==> src/rtl/vcap_pkg.sv <==
package vcap_pkg;
  localparam int unsigned PIX_W        = 16;
  localparam int unsigned SLOTS_PER_CH = 2;

  // Quadrant origin: even channels sit left, channels 2 and 3 sit lower.
  function automatic int unsigned quad_x0(int unsigned ch, int unsigned qw);
    return (ch % 2) * qw;
  endfunction

  function automatic int unsigned quad_y0(int unsigned ch, int unsigned qh);
    return (ch / 2) * qh;
  endfunction
endpackage

==> src/rtl/vcap_lane.sv <==
// One channel: pixel-clock synchroniser and one-pixel holding register.
module vcap_lane #(
  parameter int unsigned PW = 16
) (
  input  logic          clk,
  input  logic          rst,
  input  logic          pclk,
  input  logic [PW-1:0] din,
  input  logic          ven,
  input  logic          take,
  output logic          pend,
  output logic [PW-1:0] pix,
  output logic          pix_ven
);
  logic [2:0] sync_q;
  logic       rise;

  always_ff @(posedge clk) begin
    if (rst) sync_q <= '0;
    else     sync_q <= {sync_q[1:0], pclk};
  end

  assign rise = sync_q[1] & ~sync_q[2];

  always_ff @(posedge clk) begin
    if (rst) begin
      pend    <= 1'b0;
      pix     <= '0;
      pix_ven <= 1'b0;
    end else if (rise) begin
      pend    <= 1'b1;
      pix     <= din;
      pix_ven <= ven;
    end else if (take) begin
      pend    <= 1'b0;
    end
  end
endmodule

==> src/rtl/vcap_place.sv <==
// One channel: per-frame pixel count and raster position, address forming.
module vcap_place
  import vcap_pkg::*;
#(
  parameter int unsigned CH    = 0,
  parameter int unsigned QW    = 320,
  parameter int unsigned QH    = 240,
  parameter int unsigned IMG_W = 640,
  parameter int unsigned IMG_H = 480,
  parameter int unsigned LIM   = 864*287,
  parameter int unsigned AW    = 19,
  parameter int unsigned CW    = 18,
  parameter int unsigned XW    = 10,
  parameter int unsigned YW    = 9
) (
  input  logic          clk,
  input  logic          rst,
  input  logic          clr,
  input  logic          adv,
  input  logic          quad,
  output logic [AW-1:0] addr,
  output logic          full,
  output logic [CW-1:0] cnt
);
  localparam int unsigned X0   = quad_x0(CH, QW);
  localparam int unsigned Y0   = quad_y0(CH, QH);
  localparam int unsigned BASE = Y0 * IMG_W + X0;

  logic [XW-1:0] col, col_last;
  logic [YW-1:0] row, row_last;

  always_comb begin
    col_last = quad ? XW'(QW - 1) : XW'(IMG_W - 1);
    row_last = quad ? YW'(QH - 1) : YW'(IMG_H - 1);
  end

  always_ff @(posedge clk) begin
    if (rst || clr) begin
      cnt <= '0;
      col <= '0;
      row <= '0;
    end else if (adv) begin
      cnt <= cnt + 1'b1;
      if (col == col_last) begin
        col <= '0;
        row <= (row == row_last) ? '0 : row + 1'b1;
      end else begin
        col <= col + 1'b1;
      end
    end
  end

  assign full = (cnt >= CW'(LIM));

  always_comb begin
    addr = AW'(row) * AW'(IMG_W) + AW'(col);
    if (quad) addr = addr + AW'(BASE);
  end
endmodule

==> src/rtl/vcap_writer.sv <==
module vcap_writer
  import vcap_pkg::*;
#(
  parameter  int unsigned NCH       = 4,
  parameter  int unsigned QW        = 320,
  parameter  int unsigned QH        = 240,
  parameter  int unsigned FIELD_PIX = 864*287,
  parameter  int unsigned PW        = PIX_W,
  localparam int unsigned IMG_W     = 2 * QW,
  localparam int unsigned IMG_H     = QH * (NCH / 2),
  localparam int unsigned AW        = $clog2(IMG_W * IMG_H),
  localparam int unsigned CHW       = $clog2(NCH),
  localparam int unsigned NSLOT     = NCH * SLOTS_PER_CH,
  localparam int unsigned SW        = $clog2(NSLOT),
  localparam int unsigned CW        = $clog2(FIELD_PIX + 1),
  localparam int unsigned XW        = $clog2(IMG_W),
  localparam int unsigned YW        = $clog2(IMG_H)
) (
  input  logic              clk,
  input  logic              rst,
  input  logic              frame_start_n,
  input  logic              quad_mode,
  input  logic [CHW-1:0]    ch_sel,
  input  logic [NCH-1:0]    ch_pclk,
  input  logic [NCH*PW-1:0] ch_data,
  input  logic [NCH-1:0]    ch_ven,
  output logic              wr_en,
  output logic              wr_bank,
  output logic [AW-1:0]     wr_addr,
  output logic [PW-1:0]     wr_data
);
  logic [SW-1:0]     slot_q;
  logic [CHW-1:0]    cur_ch, wr_ch_q;
  logic              first_slot, do_wr;
  logic              fn_q, bank_q;
  logic [NCH-1:0]    pend, pv, full, take, adv;
  logic [PW-1:0]     pix  [NCH];
  logic [AW-1:0]     addr [NCH];
  logic [NCH*CW-1:0] cnt_flat;

  // Slot schedule: channel c owns slots 2c and 2c+1.
  always_ff @(posedge clk) begin
    if (rst) slot_q <= '0;
    else     slot_q <= (slot_q == SW'(NSLOT - 1)) ? '0 : slot_q + 1'b1;
  end

  assign cur_ch     = CHW'(slot_q / SW'(SLOTS_PER_CH));
  assign first_slot = (slot_q % SW'(SLOTS_PER_CH)) == '0;

  assign do_wr = first_slot && pend[cur_ch] && pv[cur_ch] && frame_start_n &&
                 !full[cur_ch] && (quad_mode || (ch_sel == cur_ch));

  for (genvar g = 0; g < NCH; g++) begin : g_ch
    assign take[g] = first_slot && (cur_ch == CHW'(g));
    assign adv[g]  = do_wr && (cur_ch == CHW'(g));

    vcap_lane #(.PW(PW)) u_lane (
      .clk(clk), .rst(rst), .pclk(ch_pclk[g]), .din(ch_data[g*PW +: PW]),
      .ven(ch_ven[g]), .take(take[g]), .pend(pend[g]), .pix(pix[g]),
      .pix_ven(pv[g])
    );

    vcap_place #(
      .CH(g), .QW(QW), .QH(QH), .IMG_W(IMG_W), .IMG_H(IMG_H),
      .LIM(FIELD_PIX), .AW(AW), .CW(CW), .XW(XW), .YW(YW)
    ) u_place (
      .clk(clk), .rst(rst), .clr(!frame_start_n), .adv(adv[g]),
      .quad(quad_mode), .addr(addr[g]), .full(full[g]),
      .cnt(cnt_flat[g*CW +: CW])
    );
  end

  // Bank bit flips at the end of each frame-start pulse.
  always_ff @(posedge clk) begin
    if (rst) begin
      fn_q   <= 1'b1;
      bank_q <= 1'b0;
    end else begin
      fn_q <= frame_start_n;
      if (frame_start_n && !fn_q) bank_q <= ~bank_q;
    end
  end

  always_ff @(posedge clk) begin
    if (rst) begin
      wr_en   <= 1'b0;
      wr_bank <= 1'b0;
      wr_addr <= '0;
      wr_data <= '0;
      wr_ch_q <= '0;
    end else begin
      wr_en   <= do_wr;
      wr_ch_q <= cur_ch;
      if (do_wr) begin
        wr_bank <= bank_q;
        wr_addr <= addr[cur_ch];
        wr_data <= pix[cur_ch];
      end
    end
  end
endmodule


==> config.mk <==
export PLATFORM = sky130hd
export DESIGN_NAME = vcap_writer
export DESIGN_NICKNAME = d
export VERILOG_FILES = /design/src/rtl/vcap_pkg.sv /design/src/rtl/vcap_lane.sv /design/src/rtl/vcap_place.sv /design/src/rtl/vcap_writer.sv
export SDC_FILE = /design/constraint.sdc
export NUM_CORES = 1
export LEC_CHECK = 0
export ABC_CLOCK_PERIOD_IN_PS = 4200
export BUFFER_PORTS_ARGS = -buffer_cell sky130_fd_sc_hd__buf_4
export CAP_MARGIN = 15
export CORE_MARGIN = 5
export CORE_UTILIZATION = 50
export DETAILED_ROUTE_END_ITERATION = 6
export PLACE_DENSITY = 0.68
export SYNTH_ARGS = -nofsm -noshare
export SYNTH_HDL_FRONTEND = slang
export SYNTH_SLANG_ARGS = --single-unit
==> constraint.sdc <==
create_clock -name clk -period 4.2 [get_ports clk]
set_clock_uncertainty 0.1 [all_clocks]
set_input_delay 0.21 -clock clk [delete_from_list [all_inputs] [get_ports clk]]
set_output_delay 0.21 -clock clk [all_outputs]
set_load 0.02 [all_outputs]
Yosys cells after proc, flatten, opt, wreduce, memory -nomap -nowiden

Cells that the tools add are included.

Bits in registers: 274
Bits in latches: 0
Memory bits (writable): 0
Memory bits (read-only): 0
Bits of input ports: 78
Output and inout bits: 37
Memories kept: 0

Add/sub/neg operators: 20
$mul: 4
Div/mod/pow operators: 0
Magnitude comparators: 6
Eq/ne operators: 13
Shift operators: 0
Mux-type cells: 33
Bitwise logic cells: 10
Reductions and logical operators: 30

Operators by type and width:

| operator                                                   | number |
|---|---|
| two-way mux 19 bit                                         | 5 |
| adder 19 x 10 -> 19 bit                                    | 4 |
| adder 18 x 1 -> 18 bit (second input constant)             | 4 |
| greater-or-equal comparator 18 bit (second input constant) | 4 |
| two-way mux 10 bit                                         | 5 |
| multiplier 9 x 3 -> 12 bit (second input constant)         | 4 |
| two-way mux 9 bit                                          | 5 |
| adder 10 x 1 -> 10 bit (second input constant)             | 4 |
| equality test 10 bit                                       | 4 |
| adder 19 x 18 -> 19 bit (second input constant)            | 2 |
| binary-select mux 19 bit (select 2 bit)                    | 1 |
| adder 9 x 1 -> 9 bit (second input constant)               | 4 |
| equality test 9 bit                                        | 4 |
| binary-select mux 16 bit (select 2 bit)                    | 1 |
| two-way mux 16 bit                                         | 2 |
| adder 19 x 9 -> 19 bit (second input constant)             | 1 |
| logical AND 1 bit                                          | 14 |
| two-way mux 1 bit                                          | 11 |
| AND reduction 2 bit                                        | 4 |
| nonzero test 2 bit                                         | 4 |
| binary-select mux 1 bit (select 2 bit)                     | 3 |
| inverter 1 bit                                             | 5 |
| bitwise AND 1 bit                                          | 4 |
| equality test 2 bit (second input constant)                | 2 |
| 12 further kinds                                           | 15 |

Depth between registers and ports, before layout

Gate-level depths: netlist of the first run.

Depth in word-level cells: 9
Mapped depth: 13
Depth with buffers taken out: 13

Hierarchy

Synthesis of the first run repeated with hierarchy kept, for this count alone.

Cells, all modules: 1869
Area total of the unflattened synthesis: 17162.7 sq um

By module, submodules not included:

| module                        | times used | cells each | area an instance (sq um) | sequential area each (sq um) |
|---|---|---|---|---|
| vcap_lane                     | 4          | 86         | 892.1                    | 420.4 |
| vcap_writer                   | 1          | 264        | 2990.4                   | 840.8 |
| vcap_place at g_ch[3].u_place | 1          | 345        | 2796.4                   | 740.7 |
| vcap_place at g_ch[2].u_place | 1          | 327        | 2767.7                   | 740.7 |
| vcap_place at g_ch[1].u_place | 1          | 321        | 2711.4                   | 740.7 |
| vcap_place at g_ch[0].u_place | 1          | 268        | 2328.5                   | 740.7 |

Worst setup path before layout of the first run

OpenSTA, ideal clock, no wires.

Path kind: flip-flop to flip-flop
From: register g_ch[2].u_place.row[3]
To: register wr_addr[18]
Setup time: 0.118 ns
Data arrival time: 3.357 ns
Required time: 3.982 ns
Path slack: 0.625 ns
Cell stages (with the launch flop): 13
Path buffers: 0
Clock period less this slack: 3.575 ns
Cell sequence: dfxtp_1 ha_1 ha_1 fa_1 a211oi_2 o21ai_0 a221o_1 or4b_1 xnor2_2 a2bb2oi_1 xor2_1 o2111ai_1 o21ai_1

Cells in the longest elaborated chain, start to end: 7

Ends and longest elaborated chain:

| what                                                      | RTL line          | RTL |
|---|---|---|
| from (decl)                                               | vcap_place.sv:30  | `logic [YW-1:0] row, row_last;` |
| from (signal assigned)                                    | vcap_place.sv:46  | `row <= (row == row_last) ? '0 : row + 1'b1;` |
| multiplier 9 x 3 -> 12 bit (*)                            | vcap_place.sv:56  | `addr = AW'(row) * AW'(IMG_W) + AW'(col);` |
| adder 19 x 10 -> 19 bit (*)                               | vcap_place.sv:56  |  |
| adder 19 x 18 -> 19 bit                                   | vcap_place.sv:57  | `if (quad) addr = addr + AW'(BASE);` |
| two-way mux 19 bit (*)                                    | vcap_place.sv:57  |  |
| binary-select mux 19 bit (select 2 bit) (*)               | vcap_writer.sv:96 | `wr_addr <= addr[cur_ch];` |
| two-way mux 19 bit (implied by the code) (*) (2 in a row) | vcap_writer.sv:96 |  |
| to (signal assigned)                                      | vcap_writer.sv:96 |  |
| to (decl)                                                 | vcap_writer.sv:29 | `output logic [AW-1:0] wr_addr,` |

Mark *: on every way between the ends. The rest lies on a longest branch, timed or not. The select of a mux whose other input is x is not followed.
A chain may end at the register's enable or synchronous reset.

Worst setup path after layout of the first run

Ends and elaborated chain as after synthesis.

==> flow_summary.toml, run 1 <==
[run_status]
outcome = "complete, no violations"

[route]
avgViaCountPerCell = 5.620
vias = 13646
first_pass_iters = 7
drc = 0
dr.first_iter.drc_count = 932
wl_per_cell_um = 16.67
ant_nets = 0
wl_um = 40480

[sta]
final_hold_viol_count = 0
report.final.slew_viol_count = 0
min_period_over_period_pct = 93.12
setup_violations = 0
slew_headroom_pct = 28.72
setup_slack_ns = 0.2891
rsz0062_at_grt = "no"
fmax_mhz = 255.7
layout_min_cycle_time_ns = 3.911
setup-tns-final_ns = 0
max_slew.worst_pin.slew_ns = 1.069

[critical_path]
setup.worst_path.start = "g_ch[2].u_place.row[3]$_SDFFE_PP0P_"
startpoint_type = "register"
ff2ff_path_depth = 12
required_ns = 4.61
cpPeakStageDelay_ns = 0.59
critPathSlowestCell = "or4b_1"
critPathMaxFanout = 6
end_kind = "register"
criticalPathCategory = "reg2reg"
cp_cell_sequence = "ha_1, ha_1, fa_1, a211oi_2, o21ai_0, a221o_1, or4b_1, xnor2_2, a2bb2oi_1, xor2_1, o2111ai_1, o21ai_1"
r2r_start = "g_ch[2].u_place.row[3]$_SDFFE_PP0P_"
ff2ff_setup_slack_ns = 0.29
critPathArrivalTime_ns = 4.32
cp_common_cell = "ha_1"

[clock_tree]
clk_latency_ns = 0.58
path_clk_slew_ns = 0.06
cts-root-buf = "clkbuf_16"
numCtsBuffers = 31
cts.sinks = 274
postCtsSetupBuffers = 0
htreeDepth = 1
cts_tree = "yes"
cts_max_path_buffers = 3

[synth]
syn_area_per_cell_um2 = 8.353
synth_cell_types = 89
synth-seq-cells = 274
ys_seq_area_share_pct = 35.67
yosysWarningCount = 0
synth_fp_nets = 2016
synth_edf_count = 0
async_reset_ff_share_pct = 0
syn_inst = 1841
synth_area_um2 = 15380
synth_flop_cell = "dfxtp_1"

[layout]
fillers = 2573
area_growth_pct = 20.21
antennaDiodeCount = 0
seqCellArea_um2 = 5488
multi_input_comb_area_um2 = 9430
num-nets-final = 2185
drive_gt1_share_pct = 12.60
fin_area_um2 = 18490

[die]
die_w_um = 185.4
die-area_um2 = 34360
fp.dieH_um = 185.4
start_util_pct = 50.40
core_area_um2 = 30510
rows = 64
io_pins = 115

[global_route]
grt_use_met1_pct = 32.06
grt_pass1_vias = 13104
grt_pass1_wl_um = 65690
top_usage_layer = "met2"
grt_max_degree = 93
grt_use_total_pct = 22.95
overflow = 0
use_met3_pct = 3.024
grtUsageMet2_pct = 37.68
antenna_found_initial = 0

[power]
pwr-share-comb_pct = 7.0
power.leakage_nw = 7.031
power_density_nw_per_um2 = 317.8
switchingPower_mw = 1.342
power.share.clock_pct = 47.6
p_seq_share_pct = 45.4
p_int_mw = 4.534
swShare_pct = 22.83
max-vdd-ir-drop_mv = 0.2968

[hold_path]
hold_depth = 3
holdCritPathClass = "in2reg"
hp-start = "quad_mode"

[place]
dpl_worst_slack_ns = 0.3163
place_area_um2 = 16610
port_buffers = 114
place.gp.congestion = 0.9686
hpwl_um = 27770

[run]
drv_cap = 0
-- sequential cells by signal, indices dropped and copies added, names as in the netlist --
register and flops:
bank_q 1, fn_q 1, g_ch.u_lane.pend 4, g_ch.u_lane.pix 64, g_ch.u_lane.pix_ven 4, g_ch.u_lane.sync_q 12
g_ch.u_place.cnt 72, g_ch.u_place.col 40, g_ch.u_place.row 36, slot_q 3, wr_addr 19, wr_bank 1
wr_data 16, wr_en 1
-- cell families (layout without fill, tap and decap cells) --
group | Yosys count | count (layout) | synth area share (%)
compound gates | 329 | 329 | 13.29
xor+xnor | 173 | 173 | 10.04
fa+ha+maj | 98 | 98 | 8.348
buf+inv | 124 | 315 | 3.116
flops | 274 | 274 | 35.67
mux | 34 | 34 | 4.256
simple gates | 809 | 809 | 25.28
-- area by class of cell --
class / instances / area share [%]
multi-input cells: 1443 / 51.02
flip-flops and latches: 274 / 29.69
repair buffers: 221 / 10.07
clock buffers: 44 / 4.785
well taps: 396 / 2.680
clock inverters: 11 / 0.9679
inverters: 39 / 0.7919
-- power groups by stage --
stage                     combinational [mW]  sequential (mW)  clock [mW]
after floorplan                        0.210             2.71           0
after global placement                 0.340             2.72           0
after detailed placement               0.342             2.73           0
after CTS                              0.403             2.67        2.85
after global routing                   0.436             2.67        2.96
final                                  0.409             2.67        2.80
-- placed cells by master, fill, tap and decap left out, drive strengths merged, types with 56 or more instances in the layout --
cell type and n:
dfxtp 274, nand3 59, nor3 56, dlygate4sd3 81, xor2 100, a21oi 161, buf 140, nor2 201
ha 89, nand2 285, xnor2 72
-- cell usage after synthesis (4+ instances only) --
cell	count	area share, %
o21ai_1	6	0.20
ha_1	89	7.2
a21o_1	11	0.54
a21oi_1	161	5.2
xnor2_1	70	4.0
inv_1	37	0.90
or3_1	13	0.53
nand3b_1	4	0.20
a311oi_1	6	0.34
nand4_1	50	2.0
nor2_1	200	4.9
o31ai_1	6	0.29
dfxtp_1	274	36
nand3_1	59	1.9
and2_1	9	0.37
or2_2	7	0.28
fa_1	8	1.0
o21bai_1	10	0.49
nand2b_1	12	0.49
xor2_1	100	5.7
nand2_1	283	6.9
o211ai_1	8	0.39
nor3_1	52	1.7
mux4_2	25	3.7
clkbuf_1	71	1.7
o21ai_0	45	1.5
a211oi_1	16	0.78
and3_1	33	1.3
o21a_1	5	0.24
a211o_1	6	0.34
o22ai_1	6	0.24
nor3b_1	9	0.44
and4_1	12	0.68
a31oi_1	8	0.33
mux2i_1	8	0.52
nor2b_1	28	1.1
nor4_1	13	0.53
buf_1	10	0.24
-- stage by stage --
step / instances / hold WS, ns / power [mW] / utilization [%]
3_3_place_gp: 2292 / 0.3291 / 3.063 / 54.43
4_1_cts: 2428 / 0.07110 / 5.917 / 60.57
5_1_grt: 2428 / 0.1100 / 6.068 / 60.59
2_1_floorplan: 1841 / 0.2166 / 2.921 / -
6_report: 2428 / 0.1068 / 5.875 / 60.59
3_5_place_dp: 2292 / 0.3272 / 3.067 / 54.43
-- what timing repair did --
item	in CTS	in global routing
hold endpoints to repair	88	0
endpoints found under the setup margin	0	1
resized for setup	0	1
hold buffers	81	0
-- path summary, 6_finish.rpt --
kind,endpoint
max reg2reg,wr_addr[18]$_SDFFE_PP0P_
min,wr_addr[17]$_SDFFE_PP0P_
min reg2reg,g_ch[3].u_lane.sync_q[1]$_SDFF_PP0_
max,wr_addr[18]$_SDFFE_PP0P_
-- worst max-delay path, delay by kind of cell (launching register included) --
family / cells / cell delay (ns)
AOI/OAI and AO/OA: 6 / 1.39
DFF: 1 / 0.44
adders and majority gates: 3 / 0.96
and+or+nand+nor: 1 / 0.59
xor gates and xnor gates: 2 / 0.36
-- per-layer routing --
metal / part of all wire (%) / vias up
li1: - / 6789
met1: 46 / 6378
met2: 46 / 396
met3: 6.1 / 83
met4: 2.5 / 0
met5: 0 / -
No activity file was read; power rests on OpenSTA's default activity.
==> run 2: changes to the inputs <==
--- a/config.mk
+++ b/config.mk
@@ -9,9 +9,9 @@
 export BUFFER_PORTS_ARGS = -buffer_cell sky130_fd_sc_hd__buf_4
 export CAP_MARGIN = 15
 export CORE_MARGIN = 5
-export CORE_UTILIZATION = 50
+export CORE_UTILIZATION = 61
 export DETAILED_ROUTE_END_ITERATION = 6
-export PLACE_DENSITY = 0.68
+export PLACE_DENSITY = 0.81
 export SYNTH_ARGS = -nofsm -noshare
 export SYNTH_HDL_FRONTEND = slang
 export SYNTH_SLANG_ARGS = --single-unit
==> run 2 against run 1 <==
  * Non-clock buffer count fell by 12
  * Combinational power grew 1%
  * First-iteration DRC count rose by 41%
  * Power up 1.8%
  * Critical path type unchanged
  * Highest routed layer unchanged
==> flow_summary.toml, run 2 (synthesis gave the netlist of run 1 again) <==
[place]
hpwl_um = 27910
port_buffers = 114
place.gp.congestion = 0.9187
place_area_um2 = 16490

[clock_tree]
cts.sinks = 274
cts_resized = 0
cts_tree = "yes"
cts-root-buf = "clkbuf_16"
numCtsBuffers = 29
htreeDepth = 1
path_clk_slew_ns = 0.06
postCtsSetupBuffers = 0
cts_max_path_buffers = 3
clk_latency_ns = 0.55

[layout]
fillers = 1738
drive_gt1_share_pct = 12.64
antennaDiodeCount = 0
top_register = "g_ch.u_place.cnt"
fin_area_um2 = 18310
num-nets-final = 2171
area_growth_pct = 19.10
fin_util_pct = 73.15
largest_reg_flops = 72
final_cell_mix = "nand2_1 (283), dfxtp_1 (272), nor2_1 (200), a21oi_1 (161), buf_4 (136)"
reg_top3 = "g_ch.u_place.cnt: 72 flops, g_ch.u_lane.pix: 64 flops, g_ch.u_place.col: 40 flops"
mostFrequentLayoutCell = "nand2_1"

[route]
wl_met3_um = 2959
wl_met2_um = 20060
avgViaCountPerCell = 6.072
drc = 0
first_pass_iters = 6
wl_per_cell_um = 18.32
met1_length_um = 17820
dr.first_iter.drc_count = 1313
vias = 14252
wl_um = 43000
highest_layer = "met4"
ant_nets = 0

[sta]
setup-tns-final_ns = 0
max_slew.worst_pin.slew_ns = 1.073
layout_min_cycle_time_ns = 3.944
rsz0062_at_grt = "no"
report.final.slew_viol_count = 0
final_hold_viol_count = 0
whs_ns = 0.06932
slew_headroom_pct = 28.49
fmax_mhz = 253.5
setup_violations = 0
min_period_over_period_pct = 93.91

[die]
fp.dieH_um = 168.8
die_w_um = 168.8
io_pins = 115
core_area_um2 = 25040
rows = 58
die-area_um2 = 28480
start_util_pct = 61.42

[run]
drv_cap = 0

[power]
power.leakage_nw = 6.979
total_power_mw = 5.983
power_density_nw_per_um2 = 326.7
max-vdd-ir-drop_mv = 0.4007

[critical_path]
critPathMaxFanout = 6
cp_common_cell = "ha_1"
cp_cell_sequence = "ha_1, ha_1, fa_1, a211oi_2, o21ai_0, a221o_1, or4b_1, xnor2_2, a2bb2oi_1, xor2_1, o2111ai_1, o21ai_1"
startpoint_type = "register"
critPathArrivalTime_ns = 4.32
critPathSlowestCell = "or4b_1"
cpPeakStageDelay_ns = 0.59
end_kind = "register"
cp_top_family = "compound AO/OA/AOI/OAI gates"
path_buf_inv = 0
required_ns = 4.58
criticalPathCategory = "reg2reg"

[global_route]
grt_use_total_pct = 29.13
grt_pass1_wl_um = 69240
grt_max_degree = 93
antenna_found_initial = 0
overflow = 0
grt_pass1_vias = 13793

[hold_path]
holdCritPathClass = "in2reg"

[run_status]
outcome = "complete, no violations"
## run 2: cell count changes in the layout (fill, tap and decap cells not counted), moves of 2 or more
cell           delta
bufinv_16         +3
dlygate4sd3_1     -8
clkbuf_16         -2
clkbuf_1          -6
buf_4             -4
## run 2: final timing paths
path | from | to | slack [ns] | cells after the start
worst max-delay path | g_ch[2].u_place.row[3]$_SDFFE_PP0P_ | wr_addr[18]$_SDFFE_PP0P_ | 0.26 | 12
worst min-delay path | quad_mode | wr_addr[17]$_SDFFE_PP0P_ | 0.07 | 3
worst max register to register | g_ch[2].u_place.row[3]$_SDFFE_PP0P_ | wr_addr[18]$_SDFFE_PP0P_ | 0.26 | 12
worst min register to register | g_ch[3].u_lane.sync_q[0]$_SDFF_PP0_ | g_ch[3].u_lane.sync_q[1]$_SDFF_PP0_ | 0.35 | 1
## run 2: layout make-up
type / count / area [um^2] / area share (%)
Clock buffer: 37 / 825.8 / 4.509
Clock inverter: 15 / 266.5 / 1.455
Inverter: 39 / 146.4 / 0.7993
Multi-Input combinational cell: 1443 / 9423 / 51.45
Sequential cell: 274 / 5488 / 29.97
Tap cell: 330 / 412.9 / 2.255
Timing Repair Buffer: 209 / 1752 / 9.565
## run 2: stage by stage
step	std cells	setup WS (ns)
after detailed placement	2222	0.3092
after floorplan	1841	0.6250
final	2347	0.2559
after global placement	2222	0.3736
after global routing	2347	0.05887
after CTS	2347	0.3025
## run 2: worst reg2reg max path, cell delays in order, from the launching register on
cell and delay (ns):
dfxtp_1 0.45, ha_1 0.28, ha_1 0.24, fa_1 0.44, a211oi_2 0.30, o21ai_0 0.15, a221o_1 0.44, or4b_1 0.59
xnor2_2 0.17, a2bb2oi_1 0.20, xor2_1 0.24, o2111ai_1 0.13, o21ai_1 0.14
## run 2: repair_timing
action,CTS,global route
endpoints found under the setup margin,0,0
endpoints found under the hold margin,73,0
hold buffers,73,0
## run 2: power by group
| group | internal (mW) | switching, mW |
|---|---|---|
| clock network | 1.82 | 1.08 |
| registers | 2.64 | 0.0337 |
| logic | 0.183 | 0.232 |
## run 2: per-layer routing
layer,vias to the layer above,GRT usage (%)
met4,0,12.88
li1,6756,-
met5,-,0
met2,595,47.89
met1,6738,38.23
met3,163,4.297
